**src/rtl/sslink_pkg.sv**
```systemverilog
package sslink_pkg;

  localparam logic [7:0] CODE_IDLE   = 8'h7E;
  localparam logic [7:0] CODE_ESC    = 8'h7D;
  localparam logic [7:0] CODE_STOP   = 8'h13;
  localparam logic [7:0] CODE_RESUME = 8'h11;
  localparam logic [7:0] ESC_FLIP    = 8'h20;

  // What the byte held in the shift register stands for.
  typedef enum logic [2:0] {
    SLOT_IDLE,
    SLOT_CTL,
    SLOT_PLAIN,
    SLOT_ESC,
    SLOT_TAIL
  } slot_kind_e;

  function automatic logic is_reserved(input logic [7:0] b);
    return (b == CODE_IDLE) || (b == CODE_ESC) || (b == CODE_STOP) || (b == CODE_RESUME);
  endfunction

endpackage

```
**src/rtl/sslink_sync.sv**
```systemverilog
module sslink_sync #(
  parameter int               N       = 3,
  parameter logic [N-1:0]     RST_VAL = '0
) (
  input  logic         clk,
  input  logic         rst_n,
  input  logic [N-1:0] async_in,
  output logic [N-1:0] sync_out
);

  for (genvar g = 0; g < N; g++) begin : g_bit
    logic meta_q;
    logic stab_q;
    always_ff @(posedge clk or negedge rst_n) begin
      if (!rst_n) begin
        meta_q <= RST_VAL[g];
        stab_q <= RST_VAL[g];
      end else begin
        meta_q <= async_in[g];
        stab_q <= meta_q;
      end
    end
    assign sync_out[g] = stab_q;
  end

endmodule

```
**src/rtl/sslink_fifo.sv**
```systemverilog
module sslink_fifo #(
  parameter  int WIDTH = 8,
  parameter  int DEPTH = 16,
  localparam int AW    = $clog2(DEPTH),
  localparam int LW    = AW + 1
) (
  input  logic             clk,
  input  logic             rst_n,
  input  logic             wr_en,
  input  logic [WIDTH-1:0] wr_data,
  input  logic             rd_en,
  output logic [WIDTH-1:0] rd_data,
  output logic [LW-1:0]    level
);

  logic [WIDTH-1:0] mem_q [DEPTH];
  logic [AW-1:0]    wr_ptr_q, wr_ptr_d, rd_ptr_q, rd_ptr_d;
  logic [LW-1:0]    cnt_q, cnt_d;
  logic             full, empty;

  function automatic logic [AW-1:0] ptr_inc(input logic [AW-1:0] p);
    return (p == AW'(DEPTH - 1)) ? '0 : p + AW'(1);
  endfunction

  assign full    = (cnt_q == LW'(DEPTH));
  assign empty   = (cnt_q == '0);
  assign rd_data = mem_q[rd_ptr_q];
  assign level   = cnt_q;

  always_comb begin
    wr_ptr_d = wr_en ? ptr_inc(wr_ptr_q) : wr_ptr_q;
    rd_ptr_d = rd_en ? ptr_inc(rd_ptr_q) : rd_ptr_q;
    cnt_d    = cnt_q + LW'(wr_en) - LW'(rd_en);
  end

  always_ff @(posedge clk) begin
    if (wr_en) mem_q[wr_ptr_q] <= wr_data;
  end

  always_ff @(posedge clk or negedge rst_n) begin
    if (!rst_n) begin
      wr_ptr_q <= '0;
      rd_ptr_q <= '0;
      cnt_q    <= '0;
    end else begin
      wr_ptr_q <= wr_ptr_d;
      rd_ptr_q <= rd_ptr_d;
      cnt_q    <= cnt_d;
    end
  end


  no_overflow_chk: assert property (@(posedge clk) disable iff (!rst_n) wr_en |-> !full);

  no_underflow_chk: assert property (@(posedge clk) disable iff (!rst_n) rd_en |-> !empty);

endmodule

```
**src/rtl/sslink_encoder.sv**
```systemverilog
module sslink_encoder
  import sslink_pkg::*;
#(
  parameter int HI_MARK = 12,
  parameter int LO_MARK = 4,
  parameter int LVL_W   = 5
) (
  input  logic             clk,
  input  logic             rst_n,
  input  logic             link_clr,
  input  logic             fifo_empty,
  input  logic [7:0]       fifo_head,
  input  logic [LVL_W-1:0] rx_level,
  input  logic             commit,
  input  slot_kind_e       commit_kind,
  input  logic [7:0]       commit_byte,
  output logic [7:0]       sel_byte,
  output slot_kind_e       sel_kind,
  output logic             fifo_pop
);

  logic       tail_v_q, tail_v_d;
  logic [7:0] tail_q, tail_d;
  logic       paused_q, paused_d;
  logic       pend_v_q, pend_v_d;
  logic [7:0] pend_q, pend_d;

  // Flow-control symbol scheduling from the receive queue level.
  always_comb begin
    paused_d = paused_q;
    pend_v_d = pend_v_q;
    pend_d   = pend_q;
    if (commit && (commit_kind == SLOT_CTL) && (commit_byte == pend_q)) pend_v_d = 1'b0;
    if (!paused_q && (rx_level >= LVL_W'(HI_MARK))) begin
      paused_d = 1'b1;
      pend_v_d = 1'b1;
      pend_d   = CODE_STOP;
    end else if (paused_q && (rx_level < LVL_W'(LO_MARK))) begin
      paused_d = 1'b0;
      pend_v_d = 1'b1;
      pend_d   = CODE_RESUME;
    end
  end

  // Escape tail bookkeeping.
  always_comb begin
    tail_v_d = tail_v_q;
    tail_d   = tail_q;
    if (commit && (commit_kind == SLOT_TAIL)) tail_v_d = 1'b0;
    if (commit && (commit_kind == SLOT_ESC)) begin
      tail_v_d = 1'b1;
      tail_d   = fifo_head ^ ESC_FLIP;
    end
    if (link_clr) tail_v_d = 1'b0;
  end

  // Slot content priority: escape tail, flow symbol, payload, filler.
  always_comb begin
    if (tail_v_q) begin
      sel_byte = tail_q;
      sel_kind = SLOT_TAIL;
    end else if (pend_v_q) begin
      sel_byte = pend_q;
      sel_kind = SLOT_CTL;
    end else if (!fifo_empty) begin
      sel_byte = is_reserved(fifo_head) ? CODE_ESC : fifo_head;
      sel_kind = is_reserved(fifo_head) ? SLOT_ESC : SLOT_PLAIN;
    end else begin
      sel_byte = CODE_IDLE;
      sel_kind = SLOT_IDLE;
    end
  end

  assign fifo_pop = commit && !fifo_empty &&
                    ((commit_kind == SLOT_PLAIN) || (commit_kind == SLOT_ESC));

  always_ff @(posedge clk or negedge rst_n) begin
    if (!rst_n) begin
      tail_v_q <= 1'b0;
      tail_q   <= 8'h00;
      paused_q <= 1'b0;
      pend_v_q <= 1'b0;
      pend_q   <= CODE_RESUME;
    end else begin
      tail_v_q <= tail_v_d;
      tail_q   <= tail_d;
      paused_q <= paused_d;
      pend_v_q <= pend_v_d;
      pend_q   <= pend_d;
    end
  end


  esc_tail_chk: assert property (@(posedge clk) disable iff (!rst_n)
    (commit && (commit_kind == SLOT_ESC)) |=>
      ((sel_byte != CODE_STOP) && (sel_byte != CODE_RESUME) && (sel_byte != CODE_IDLE)));

  ctl_code_chk: assert property (@(posedge clk) disable iff (!rst_n)
    (commit && (commit_kind == SLOT_CTL)) |->
      ((commit_byte == CODE_STOP) || (commit_byte == CODE_RESUME)));

endmodule

```
**src/rtl/sslink_decoder.sv**
```systemverilog
module sslink_decoder
  import sslink_pkg::*;
(
  input  logic       clk,
  input  logic       rst_n,
  input  logic       link_clr,
  input  logic       byte_done,
  input  logic [7:0] byte_in,
  input  logic       fifo_full,
  output logic       push,
  output logic [7:0] push_data
);

  logic esc_q, esc_d;

  always_comb begin
    push      = 1'b0;
    push_data = byte_in;
    esc_d     = esc_q;
    if (byte_done) begin
      if (esc_q) begin
        push      = !fifo_full;
        push_data = byte_in ^ ESC_FLIP;
        esc_d     = 1'b0;
      end else if (byte_in == CODE_ESC) begin
        esc_d = 1'b1;
      end else if (!is_reserved(byte_in)) begin
        push = !fifo_full;
      end
    end
    if (link_clr) esc_d = 1'b0;
  end

  always_ff @(posedge clk or negedge rst_n) begin
    if (!rst_n) esc_q <= 1'b0;
    else        esc_q <= esc_d;
  end


  rx_plain_chk: assert property (@(posedge clk) disable iff (!rst_n)
    (byte_done && !esc_q && push) |-> !is_reserved(push_data));

endmodule

```
**src/rtl/spi_stuffed_link.sv**
```systemverilog
module spi_stuffed_link
  import sslink_pkg::*;
#(
  parameter int FIFO_DEPTH = 16,
  parameter int HI_MARK    = 12,
  parameter int LO_MARK    = 4
) (
  input  logic       clk,
  input  logic       rst_n,
  input  logic       cfg_cpol,
  input  logic       cfg_cpha,
  input  logic       cfg_lsb_first,
  input  logic       spi_sclk,
  input  logic       spi_mosi,
  input  logic       spi_ss_n,
  output logic       spi_miso,
  input  logic       tx_valid,
  output logic       tx_ready,
  input  logic [7:0] tx_data,
  output logic       rx_valid,
  input  logic       rx_ready,
  output logic [7:0] rx_data
);

  localparam int LVL_W = $clog2(FIFO_DEPTH) + 1;

  // Reset: asserted asynchronously, released on the clock.
  logic rst_meta_q, rst_n_int;
  always_ff @(posedge clk or negedge rst_n) begin
    if (!rst_n) begin
      rst_meta_q <= 1'b0;
      rst_n_int  <= 1'b0;
    end else begin
      rst_meta_q <= 1'b1;
      rst_n_int  <= rst_meta_q;
    end
  end

  logic ss_s, mosi_s, sclk_s;
  sslink_sync #(.N(3), .RST_VAL(3'b100)) sync_i (
    .clk      (clk),
    .rst_n    (rst_n_int),
    .async_in ({spi_ss_n, spi_mosi, spi_sclk}),
    .sync_out ({ss_s, mosi_s, sclk_s})
  );

  logic       sclk_prev_q, ss_prev_q;
  logic [2:0] bit_cnt_q, bit_cnt_d;
  logic [7:0] rx_sr_q, rx_sr_d, rx_next;
  logic [7:0] tx_sr_q, tx_sr_d;
  slot_kind_e tx_kind_q, tx_kind_d;
  logic       ss_act, rise, fall, lead, trail, samp, link_clr;
  logic       byte_done, commit, load;
  logic [2:0] out_idx;

  logic [7:0]       sel_byte;
  slot_kind_e       sel_kind;
  logic             tx_pop, tx_push, rx_push, rx_pop;
  logic [7:0]       tx_head, rx_push_data;
  logic [LVL_W-1:0] tx_level, rx_level;

  always_comb begin
    ss_act    = !ss_s;
    rise      = sclk_s && !sclk_prev_q;
    fall      = !sclk_s && sclk_prev_q;
    lead      = cfg_cpol ? fall : rise;
    trail     = cfg_cpol ? rise : fall;
    samp      = ss_act && (cfg_cpha ? trail : lead);
    link_clr  = ss_s && !ss_prev_q;
    rx_next   = cfg_lsb_first ? {mosi_s, rx_sr_q[7:1]} : {rx_sr_q[6:0], mosi_s};
    byte_done = samp && (bit_cnt_q == 3'd7);
    commit    = samp && (bit_cnt_q == 3'd0);
    load      = !ss_act || byte_done;
    bit_cnt_d = !ss_act ? 3'd0 : (samp ? bit_cnt_q + 3'd1 : bit_cnt_q);
    rx_sr_d   = rx_next;
    tx_sr_d   = sel_byte;
    tx_kind_d = sel_kind;
    out_idx   = cfg_lsb_first ? bit_cnt_q : (3'd7 - bit_cnt_q);
  end

  assign spi_miso = tx_sr_q[out_idx];

  always_ff @(posedge clk or negedge rst_n_int) begin
    if (!rst_n_int) begin
      sclk_prev_q <= 1'b0;
      ss_prev_q   <= 1'b1;
      bit_cnt_q   <= 3'd0;
      rx_sr_q     <= 8'h00;
      tx_sr_q     <= CODE_IDLE;
      tx_kind_q   <= SLOT_IDLE;
    end else begin
      sclk_prev_q <= sclk_s;
      ss_prev_q   <= ss_s;
      bit_cnt_q   <= bit_cnt_d;
      if (samp) rx_sr_q <= rx_sr_d;
      if (load) begin
        tx_sr_q   <= tx_sr_d;
        tx_kind_q <= tx_kind_d;
      end
    end
  end

  assign tx_ready = (tx_level != LVL_W'(FIFO_DEPTH));
  assign tx_push  = tx_valid && tx_ready;
  assign rx_valid = (rx_level != '0);
  assign rx_pop   = rx_valid && rx_ready;

  sslink_fifo #(.WIDTH(8), .DEPTH(FIFO_DEPTH)) tx_fifo_i (
    .clk     (clk),
    .rst_n   (rst_n_int),
    .wr_en   (tx_push),
    .wr_data (tx_data),
    .rd_en   (tx_pop),
    .rd_data (tx_head),
    .level   (tx_level)
  );

  sslink_fifo #(.WIDTH(8), .DEPTH(FIFO_DEPTH)) rx_fifo_i (
    .clk     (clk),
    .rst_n   (rst_n_int),
    .wr_en   (rx_push),
    .wr_data (rx_push_data),
    .rd_en   (rx_pop),
    .rd_data (rx_data),
    .level   (rx_level)
  );

  sslink_encoder #(.HI_MARK(HI_MARK), .LO_MARK(LO_MARK), .LVL_W(LVL_W)) enc_i (
    .clk         (clk),
    .rst_n       (rst_n_int),
    .link_clr    (link_clr),
    .fifo_empty  (tx_level == '0),
    .fifo_head   (tx_head),
    .rx_level    (rx_level),
    .commit      (commit),
    .commit_kind (tx_kind_q),
    .commit_byte (tx_sr_q),
    .sel_byte    (sel_byte),
    .sel_kind    (sel_kind),
    .fifo_pop    (tx_pop)
  );

  sslink_decoder dec_i (
    .clk       (clk),
    .rst_n     (rst_n_int),
    .link_clr  (link_clr),
    .byte_done (byte_done),
    .byte_in   (rx_next),
    .fifo_full (rx_level == LVL_W'(FIFO_DEPTH)),
    .push      (rx_push),
    .push_data (rx_push_data)
  );

endmodule

```
**config.mk**
```make
export PLATFORM = sky130hd
export DESIGN_NAME = spi_stuffed_link
export DESIGN_NICKNAME = d
export VERILOG_FILES = /design/src/rtl/sslink_pkg.sv /design/src/rtl/sslink_sync.sv /design/src/rtl/sslink_fifo.sv /design/src/rtl/sslink_encoder.sv /design/src/rtl/sslink_decoder.sv /design/src/rtl/spi_stuffed_link.sv
export SDC_FILE = /design/constraint.sdc
export NUM_CORES = 1
export LEC_CHECK = 0
export BUFFER_PORTS_ARGS = -buffer_cell sky130_fd_sc_hd__buf_2
export CAP_MARGIN = 20
export CORE_UTILIZATION = 56
export CTS_CLUSTER_SIZE = 10
export DETAILED_ROUTE_END_ITERATION = 6
export PLACE_DENSITY = 0.75
export SYNTH_ARGS = -nofsm -noshare
export SYNTH_HDL_FRONTEND = slang
export SYNTH_SLANG_ARGS = --single-unit
```
**constraint.sdc**
```tcl
create_clock -name clk -period 2.1 [get_ports clk]
set_input_delay 0.315 -clock clk [delete_from_list [all_inputs] [get_ports clk]]
set_output_delay 0.315 -clock clk [all_outputs]
set_load 0.05 [all_outputs]
```
== After elaboration in Yosys (flattened, before gate mapping) ==
Memory sizes are Yosys's and may differ from the RTL's.
Index checks and enable logic that the tools add are counted.
Word-level totals
  input port bits: 18
  memories: 2
  bits in read-only memories: 0
  output and inout bits: 11
  bits in latches: 0
  register bits after elaboration: 78
  word-level logic and storage cells: 147
  memory bits (writable): 256
Memories
  rx_fifo_i.mem_q: depth 16, bits a word 8, read ports 1, clocked after memory_dff 0, wr ports 1, RTL line sslink_fifo.sv:16  | logic [WIDTH-1:0] mem_q [DEPTH];
  tx_fifo_i.mem_q: depth 16, bits a word 8, read ports 1, clocked after memory_dff 0, wr ports 1, RTL line sslink_fifo.sv:16
Operators by class
  multipliers: 0
  reduce and logical (&&, ||, !) cells: 39
  bitwise logic cells: 2
  add/sub/neg operators: 10
  magnitude comparators: 3
  muxes and demuxes: 45
  equal/unequal tests: 20
  shift operators: 0
  divide/modulo/power cells: 0
Operators by type and width (count)
  two-way mux 8 bit: 7
  == test 8 x 5 -> 1 bit (second input constant): 4
  == test 8 x 7 -> 1 bit (second input constant): 4
  two-way mux 1 bit: 25
  two-way mux 3 bit: 6
  adder 4 x 1 -> 4 bit (second input constant): 4
  == test 4 bit (second input constant): 4
  logical AND 1 bit: 16
  two-way mux 4 bit: 4
  two-way mux 6 bit: 2
  adder 5 x 1 -> 5 bit: 2
  subtractor 5 x 1 -> 5 bit: 2
  == test 8 bit: 1
  logical OR 1 bit: 8
  zero test 1 bit: 7
  == test 3 x 2 -> 1 bit (second input constant): 2
  == test 3 bit (second input constant): 2
  nonzero test 2 bit: 3
  nonzero test 3 bit: 2
  == test 5 bit (second input constant): 1
  >= comparator 5 x 4 -> 1 bit (second input constant): 1
  zero test 5 bit: 1
  < comparator 5 x 3 -> 1 bit (second input constant): 1
  inequality test 5 bit (second input constant): 1
  other kinds (8): 9

== Depth between registers and ports, before layout ==
  depth after elaboration: 11
  depth in mapped cells: 15
  gate-level depth less buffers: 13

== Cells and area by module ==
A second synthesis with hierarchy kept.
Second synthesis, totals
  cells, all modules: 823
  area, all modules: 14039.7 um^2
Modules (own cells, without submodules)
  sslink_fifo (tx_fifo_i): cells each 309, sequential area each 4169.0 um^2, instances 1, area an instance 5784.3 um^2
  sslink_fifo (rx_fifo_i): cells each 309, sequential area each 4169.0 um^2, instances 1, area an instance 5780.5 um^2
  spi_stuffed_link: cells each 98, sequential area each 659.4 um^2, instances 1, area an instance 1382.6 um^2
  sslink_encoder: cells each 75, sequential area each 275.3 um^2, instances 1, area an instance 740.7 um^2
  sslink_decoder: cells each 23, sequential area each 25.0 um^2, instances 1, area an instance 176.4 um^2
  sslink_sync: cells each 9, sequential area each 152.6 um^2, instances 1, area an instance 175.2 um^2

== Least setup slack after synthesis ==
Ideal clock, no wire load.
  kind: input -> register
  start point: in cfg_cpol
  end point: reg tx_fifo_i.cnt_q[4], in the netlist tx_fifo_i.level[4]
  library setup time: 123 ps
  slack: -947 ps
  stages on the path: 13
  arrival: 2924 ps
  cells stage by stage: xnor2_1 mux2i_1 nor4b_1 and3_1 clkbuf_1 ha_1 inv_1 ha_1 fa_1 a21oi_1 nor2_1 nor2_1 xnor2_1
On the way
  cells in the longest elaborated chain, start to end: 7
  elaborated cells between the ends (all ways): 8
RTL lines
  start, declared: RTL line spi_stuffed_link.sv:10  | input logic cfg_cpol,
  two-way mux 1 bit (on tied branches): RTL line spi_stuffed_link.sv:66, spi_stuffed_link.sv:67
  two-way mux 1 bit *: RTL line spi_stuffed_link.sv:68  | samp = ss_act && (cfg_cpha ? trail : lead);
  logical AND 1 bit *: RTL line spi_stuffed_link.sv:68
  logical AND 1 bit *: RTL line spi_stuffed_link.sv:72  | commit = samp && (bit_cnt_q == 3'd0);
  logical AND 1 bit * (2 in series): RTL line sslink_encoder.sv:74  | assign fifo_pop = commit && !fifo_empty &&
  named net enc_i.fifo_pop: RTL line sslink_encoder.sv:19  | output logic fifo_pop
  subtractor 5 x 1 -> 5 bit *: RTL line sslink_fifo.sv:33  | cnt_d = cnt_q + LW'(wr_en) - LW'(rd_en);
  named net tx_fifo_i.cnt_d[4]: RTL line sslink_fifo.sv:18  | logic [LW-1:0] cnt_q, cnt_d;
  end signal, assigned: RTL line sslink_fifo.sv:48  | cnt_q <= cnt_d;
  end, declared: RTL line sslink_fifo.sv:18
Mark *: on every way through the listed nets, which the timed path passes. The rest lies on a longest branch.
A chain may end at the register's enable or synchronous reset.

== Worst setup path after layout ==
  start point: reg rx_fifo_i.rd_ptr_q[0]
  end point: out rx_data[1]
On the way
  cells in the longest elaborated chain, start to end: 1
RTL lines
  start, declared: RTL line sslink_fifo.sv:17  | logic [AW-1:0] wr_ptr_q, wr_ptr_d, rd_ptr_q, rd_ptr_d;
  start signal, assigned: RTL line sslink_fifo.sv:47  | rd_ptr_q <= rd_ptr_d;
  memory (16 x 8 bit)
  end, declared: RTL line spi_stuffed_link.sv:22  | output logic [7:0] rx_data
No other way between the ends.

==> metrics.txt <==
FF-to-FF Start=tx_fifo_i.rd_ptr_q[0]; initial antenna violation count=0; period utilization=123%; DRC=0; Worst EP required=1780 ps; Finished Cell Area=18400 sq um; outcome=complete, but fails checks; synth cell count leaders=256 x edfxtp_1, 61 x dfrtp_1, 58 x nand2_1, 58 x nor2_1, 42 x o21ai_0; Sinks on Clock Net=326; crit path kind=reg -> out; peak supply drop=0.00118 V; num rows=57; CP top delay family=multiplexers; largest net degree at the start of global routing=69; Post-synth EDFFs=256; Final min period=2580 ps; endpoints failing hold=0; Post-DP HPWL=18800 um; Ant. Diodes=0; yosys warns=0; Fill cells=1280; CP endpoint kind=primary output; area post-placement=15900 sq um; Clock Latency Late Sink=520 ps; DR iter-0 viols=872; syn_nets=933; count leader, synth=edfxtp_1; #FFs+latches synth=326; IO Port Bufs=28; Max Clk Rate=387 MHz; area of the mapped netlist=13800 sq um; die area=25300 sq um; Static Leak=6.55 nW; Synth Area per Inst=15.6 sq um; area grow syn2layout=33.1%; CP startpoint kind=register; share of cells above drive strength 1=44.7%; asr flop ratio synth=21.5%; crit path DAT=2270 ps; Reg2Reg Setup Slack=-400 ps; Reg-to-Reg End=tx_sr_q[2]; crit-path cells=buf_12 -> buf_12 -> mux4_2 -> a22oi_2 -> nand2_2 -> buf_8; Pwr Total=23.3 mW; vias in the first global route=9092; Initial Util=56.9%; WL per Instance=24.4 um; post-synthesis sequential area ratio=68.5%; post-route ant nets=0; Clock Skews=23.1 ps; DR vias/cell=6.16; max_cap viols=0; Final setup violation count=175; post-synth top area share=55.7%; GRT Total Usage=26.9%; synth top area cells=edfxtp_1 56%, dfrtp_1 11%, mux4_2 6.7%, mux2i_1 3.0%, ha_1 2.6%; first-pass GRT wire length=51400 um; core area=24200 sq um; Reg clk slew, reported paths=60 ps; fin nets=1138; Overflow after GRT=0; drt first pass iters=6; Num CTS Buffers=38; failing checks=setup timing; ys flop type=edfxtp_1; Crit-path slowest cell=mux4_2; RSZ-0062 raised after global routing=true; H-tree levels=2; root buf cell=clkbuf_16; R2R depth=8; Hold Crit Class=in -> async; pwr/cell area=1270 nW/um^2; gpl congestion=0.805; cell taking the most area after synthesis=edfxtp_1; post-synthesis instance total=884; Unique masters post-synth=56; most frequent CP cell=buf_12; I/O pins=29; Final WS setup=-484 ps; hold slack=110 ps; Die X-Extent=159 um; CP Buf/Inv Count=3; via count=8879; clk buf depth=3; CTS tree=built; maximum fanout along the worst path=6; Util after Layout=75.7%; Worst Tran Pin Value=671 ps; routed wire length=35200 um; Final Max Tran Viols=0; Die Height=159 um; Slew Limit Headroom=55.2%; Worst path max stage delay=530 ps
[what timing repair did]
item                                   CTS  global route
endpoints found under the hold margin    5             0
hold buffers                             4             0
setup endpoints to repair              160           161
setup buffers                           27            31
cloned                                   4             1
pin swaps                               48            38
resized for setup                      154            71
[flip-flops by register name, summed over array words and instances (netlist names)]
name	flops
tx_fifo_i.rd_ptr_q	4
tx_fifo_i.level	5
sclk_prev_q	1
dec_i.esc_q	1
tx_fifo_i.wr_ptr_q	4
enc_i.tail_q	8
rx_sr_q	8
tx_fifo_i.mem_q	128
enc_i.pend_v_q	1
rst_meta_q	1
ss_prev_q	1
rx_fifo_i.level	5
rx_fifo_i.mem_q	128
tx_kind_q	3
tx_sr_q	8
enc_i.paused_q	1
sync_i.g_bit.meta_q	3
rx_fifo_i.rd_ptr_q	4
sync_i.g_bit.stab_q	3
rx_fifo_i.wr_ptr_q	4
bit_cnt_q	3
enc_i.tail_v_q	1
rst_n_int	1
[worst register-to-register path, cell delays in order (launching register included)]
cell	delay, ps
dfrtp_2	400
buf_12	130
mux4_2	510
mux2_4	310
or3_4	390
a211oi_2	180
and4_4	260
a21oi_4	60
a41oi_2	170
[routing by layer]
metal  share of wire, %  vias up  wire length (um)  global-route usage (%)
met3                6.2      103              2190                    5.00
met1                 38     4542             13400                    34.1
met4                3.3        0              1150                    10.4
li1                   -     3816                 -                       -
met2                 52      418             18400                    46.2
met5                  0        -                 0                       0
[layout make-up]
class	count	area, sq um	area share, %
sequential	326	9460	51.5
clock buffer	65	1050	5.73
tap	324	405	2.21
timing repair buffer	211	2250	12.3
clock inverter	4	38.8	0.211
inverter	30	118	0.641
multi-input combinational	482	5030	27.4
[worst max path at each step]
stage	to	slack [ps]	startpoint	depth (start not counted)
2_1_floorplan	tx_fifo_i.level[4]	-500	tx_fifo_i.level[3]	15
3_3_place_gp	tx_fifo_i.level[4]	-470	cfg_cpha	13
3_5_place_dp	tx_fifo_i.level[4]	-540	cfg_cpha	13
4_1_cts	rx_data[7]	-460	rx_fifo_i.rd_ptr_q[0]	8
5_1_grt	rx_data[1]	-530	rx_fifo_i.rd_ptr_q[0]	6
6_report	rx_data[1]	-480	rx_fifo_i.rd_ptr_q[0]	6
[cells by family after synthesis]
family                   Yosys count  synth area share (%)
other                              1                0.0272
AND/OR/NAND/NOR                  190                  6.43
AO/OA/AOI/OAI                    134                  6.12
XOR/XNOR                          17                  1.08
multiplexers                     109                  12.6
buffers and inverters             76                  2.27
adder cells (fa/ha/maj)           31                  2.92
flip-flops                       326                  68.5
[metrics by stage]
stage               setup WS, ps  setup TNS [ps]  cells
global route                -530          -50890   1442
detailed placement          -536          -44450   1317
finish                      -484          -36080   1442
global placement            -474          -40470   1317
floorplan                   -497          -18140    884
CTS                         -455          -11530   1420
[cell usage in the layout, fill, tap and decap left out, types with 8 or more instances in the layout]
cell,count
o21ai_2,9
inv_1,17
clkbuf_16,39
nand2_1,42
mux4_2,48
nor2_1,32
ha_1,20
a21oi_1,18
nor2_4,12
buf_2,19
clkbuf_1,27
inv_2,11
a22oi_2,9
buf_12,41
xnor2_1,8
buf_4,111
nand2_2,11
o21ai_0,13
a21oi_2,15
nor2_2,14
edfxtp_1,256
buf_6,27
mux2i_1,30
o21ai_1,20
dfrtp_1,57
mux2_2,13
dfstp_2,9
nand3_1,14
[where the power goes]
group	switching (mW)	internal, mW
sequential	0.509	7.93
combinational	4.69	4.22
clock	2.54	3.41
Power figures use the tool's default switching activity.
